## src/rtl/cond_eval_pkg.sv

```systemverilog
package cond_eval_pkg;

    localparam int NUM_CC = 7;

    typedef enum logic [2:0] {
        CC_ALWAYS = 3'd0,
        CC_LE     = 3'd1,
        CC_LT     = 3'd2,
        CC_EQ     = 3'd3,
        CC_NE     = 3'd4,
        CC_GE     = 3'd5,
        CC_GT     = 3'd6
    } cc_e;

    typedef struct packed {
        logic zero;
        logic neg;
        logic ovf;
    } flags_t;

endpackage

```

## src/rtl/cc_relations.sv

```systemverilog
module cc_relations
    import cond_eval_pkg::*;
(
    input  flags_t              flags,
    output logic [NUM_CC-1:0]   rel_vec
);

    logic signed_less;

    always_comb begin
        signed_less      = flags.neg ^ flags.ovf;
        rel_vec          = '0;
        rel_vec[CC_ALWAYS] = 1'b1;
        rel_vec[CC_LE]   = signed_less | flags.zero;
        rel_vec[CC_LT]   = signed_less;
        rel_vec[CC_EQ]   = flags.zero;
        rel_vec[CC_NE]   = ~flags.zero;
        rel_vec[CC_GE]   = ~signed_less;
        rel_vec[CC_GT]   = ~signed_less & ~flags.zero;
    end

endmodule

```

## src/rtl/cc_select.sv

```systemverilog
module cc_select
    import cond_eval_pkg::*;
#(
    parameter int FN_W = 4
) (
    input  logic [FN_W-1:0]     fn_code,
    output logic [NUM_CC-1:0]   sel_vec,
    output logic                sel_invalid
);

    for (genvar i = 0; i < NUM_CC; i++) begin : g_sel
        assign sel_vec[i] = (fn_code == FN_W'(i));
    end

    assign sel_invalid = ~|sel_vec;

endmodule

```

## src/rtl/cond_eval.sv

```systemverilog
module cond_eval
    import cond_eval_pkg::*;
#(
    parameter int FN_W = 4
) (
    input  logic [FN_W-1:0] fn_code,
    input  logic            flag_zero,
    input  logic            flag_neg,
    input  logic            flag_ovf,
    output logic            cond_true,
    output logic            cond_invalid
);

    flags_t              flags;
    logic [NUM_CC-1:0]   rel_vec;
    logic [NUM_CC-1:0]   sel_vec;
    logic [NUM_CC-1:0]   hit_vec;
    logic                sel_invalid;

    assign flags = '{zero: flag_zero, neg: flag_neg, ovf: flag_ovf};

    cc_relations u_rel (
        .flags   (flags),
        .rel_vec (rel_vec)
    );

    cc_select #(.FN_W(FN_W)) u_sel (
        .fn_code     (fn_code),
        .sel_vec     (sel_vec),
        .sel_invalid (sel_invalid)
    );

    for (genvar i = 0; i < NUM_CC; i++) begin : g_hit
        assign hit_vec[i] = sel_vec[i] & rel_vec[i];
    end

    assign cond_true    = |hit_vec;
    assign cond_invalid = sel_invalid;

endmodule

```

## config.mk

```make
export PLATFORM = sky130hd
export DESIGN_NAME = cond_eval
export DESIGN_NICKNAME = d
export VERILOG_FILES = /design/src/rtl/cond_eval_pkg.sv /design/src/rtl/cc_relations.sv /design/src/rtl/cc_select.sv /design/src/rtl/cond_eval.sv
export SDC_FILE = /design/constraint.sdc
export NUM_CORES = 1
export LEC_CHECK = 0
export CORE_AREA = 2 2 39 41
export DETAILED_ROUTE_END_ITERATION = 16
export DIE_AREA = 0 0 41 43
export SLEW_MARGIN = 20
export SYNTH_ARGS = -nofsm -noshare
export SYNTH_HDL_FRONTEND = slang
export SYNTH_SLANG_ARGS = --single-unit
```

## constraint.sdc

```tcl
create_clock -name vclk -period 0.95
set_clock_uncertainty 0.2 [all_clocks]
set_input_delay 0.1425 -clock vclk [all_inputs]
set_output_delay 0.1425 -clock vclk [all_outputs]
set_load 0.02 [all_outputs]
```

==> flow_summary.ini <==
[power_and_ir_drop]
p_sw_frac = 0.444
combinationalPowerShare = 1.000
switchingPower_uw = 54.1
power.share.clock = 0
power.density_mw_per_mm2 = 478
peakVddDrop_uv = 68.7
p_leak_uw = 0.000101
p_seq_frac = 0
intPower_uw = 67.8

[sta]
final-max-slew-violation-count = 0
hold_viol = 0
finalSetupTns_ns = -0.368
slew_headroom = 0.843
fin_ws_ns = -0.305
finalCritPeriodShare = 1.32
rsz0062_at_grt = true
max_freq_ghz = 0.797
min_period_ns = 1.26
setup_viol = 2
worst_slew_pin_slew_ns = 0.234

[finish]
regArea_um2 = 0
layout-drive-gt1-share = 0.667
clock_buffers = 0
fin_nets = 33
seq_cell_count = 0
antennaDiodeCount = 0
fin_cells = 40
area_growth_syn_to_layout_pct = 214

[grt]
grt_max_degree = 8
grt_pass1_vias = 109
antenna_found_initial = 0
grtUsageTotal = 0.0320
grt_pass1_wl_um = 427
overflow = 0

[setup_path]
crit_cells = 5
path_cells = buf_8 > xnor2_4 > a2111o_1 > nand3_2 > buf_6
crit_path_start_kind = input pin
worstSetupPathType = in2out
crit_path_end_kind = output pin
arrival_ns = 0.91
crit_buf_inv = 2
critical_path_required_ns = 0.61
critPathMaxStageDelay_ns = 0.35
crit_path_max_fanout = 2
crit_family = compound AO/OA/AOI/OAI gates
worst_path_max_delay_cell = a2111o_1

[synthesis]
synthTopCellsByCount = nand3_1, nor2_1, nor4_1
avgSynthCellArea_um2 = 6.26
yosysSeqAreaShare = 0
yosysUniqueCellTypes = 10
yosys_warnings = 0
synth_area_um2 = 81.3
netlist.area_leader.share = 0.154
synthTopCellsByArea = nor4_1, a2111o_1, nand3_1
synth_largest_area_cell = nor4_1
syn_nets = 20
synthCells = 13

[place]
gp_congestion = 0.444
dpl.cell_count = 39
io_buffers = 9

[run]
cap_violations = 0

[detailed_routing]
ant_nets = 0
vias_per_cell = 3.85
wl_per_cell_um = 7.60
drt_iter0_drc = 1
wl_um = 304
num_vias = 154
drc = 0
dr.pass1.iters = 2

[min_path]
hold_depth = 4
hp-class = in2out

[floorplan]
dieArea_mm2 = 0.00176
fp.dieW_um = 41
die_height_um = 43
ios = 9
core_mm2 = 0.00138
rows = 14
start_util = 0.0588

[run_status]
violations = negative setup slack
status = finished with violations
## final timing paths
kind	slack, ns	startpoint	end
worst max-delay path	-0.31	flag_neg	cond_true
worst min-delay path	0.49	fn_code[3]	cond_invalid
## repair_timing
action,4_1_cts,5_1_grt
hold buffers,0,0
resized for setup,49,2
setup buffers,1,0
endpoints found under the setup margin,2,2
pin swaps,4,2
## layout make-up
cell class | instances | area [um2]
repair buffers | 11 | 103
fillers | 152 | 1130
multi-input cells | 12 | 129
inverters | 1 | 3.75
well taps | 16 | 20.0
## cells in the final DEF, fill, tap and decap left out
cell and instances:
nand2_1 1, clkbuf_4 2, inv_1 1, a311oi_2 1, a2111o_1 1, buf_4 3
nor2_1 2, nor4_4 1, buf_6 3, nand3_2 1, clkdlybuf4s15_2 1, buf_8 1
nand3_1 1, nor2b_1 1, o2111ai_1 1, xnor2_4 1, buf_2 1, nor4_2 1
## power groups by stage
stage	registers, uW	logic (uW)	clock network [uW]
CTS	0	121	0
global route	0	131	0
finish	0	122	0
detailed placement	0	93.6	0
floorplan	0	32.5	0
global placement	0	92.2	0
## routing by layer
metal	GRT usage	share of wire
met2	0.0563	0.41
met3	0	0.13
met4	0	0
met5	0	0
met1	0.0443	0.46
## through the flow
| stage | total power, uW | utilization | hold WS, ns | setup slack [ns] | instance area (um2) |
|---|---|---|---|---|---|
| after floorplan | 32.5 | - | 0.260 | -0.0587 | 86.3 |
| final | 122 | 0.184 | 0.493 | -0.305 | 255 |
| after CTS | 121 | 0.181 | 0.496 | -0.349 | 250 |
| after global routing | 131 | 0.184 | 0.531 | -0.354 | 255 |
| after detailed placement | 93.6 | 0.147 | 1.25 | -1.16 | 204 |
| after global placement | 92.2 | 0.147 | 1.24 | -1.16 | 204 |
## logic make-up (layout without fill, tap and decap cells)
kind of cell,count (synthesis),in the layout,share of synthesized area
AOI/OAI and AO/OA,3,3,0.354
xor gates and xnor gates,1,1,0.108
buffers and inverters,1,12,0.0461
and+or+nand+nor,8,8,0.492
Note: power is estimated with default switching activity, not from simulation.
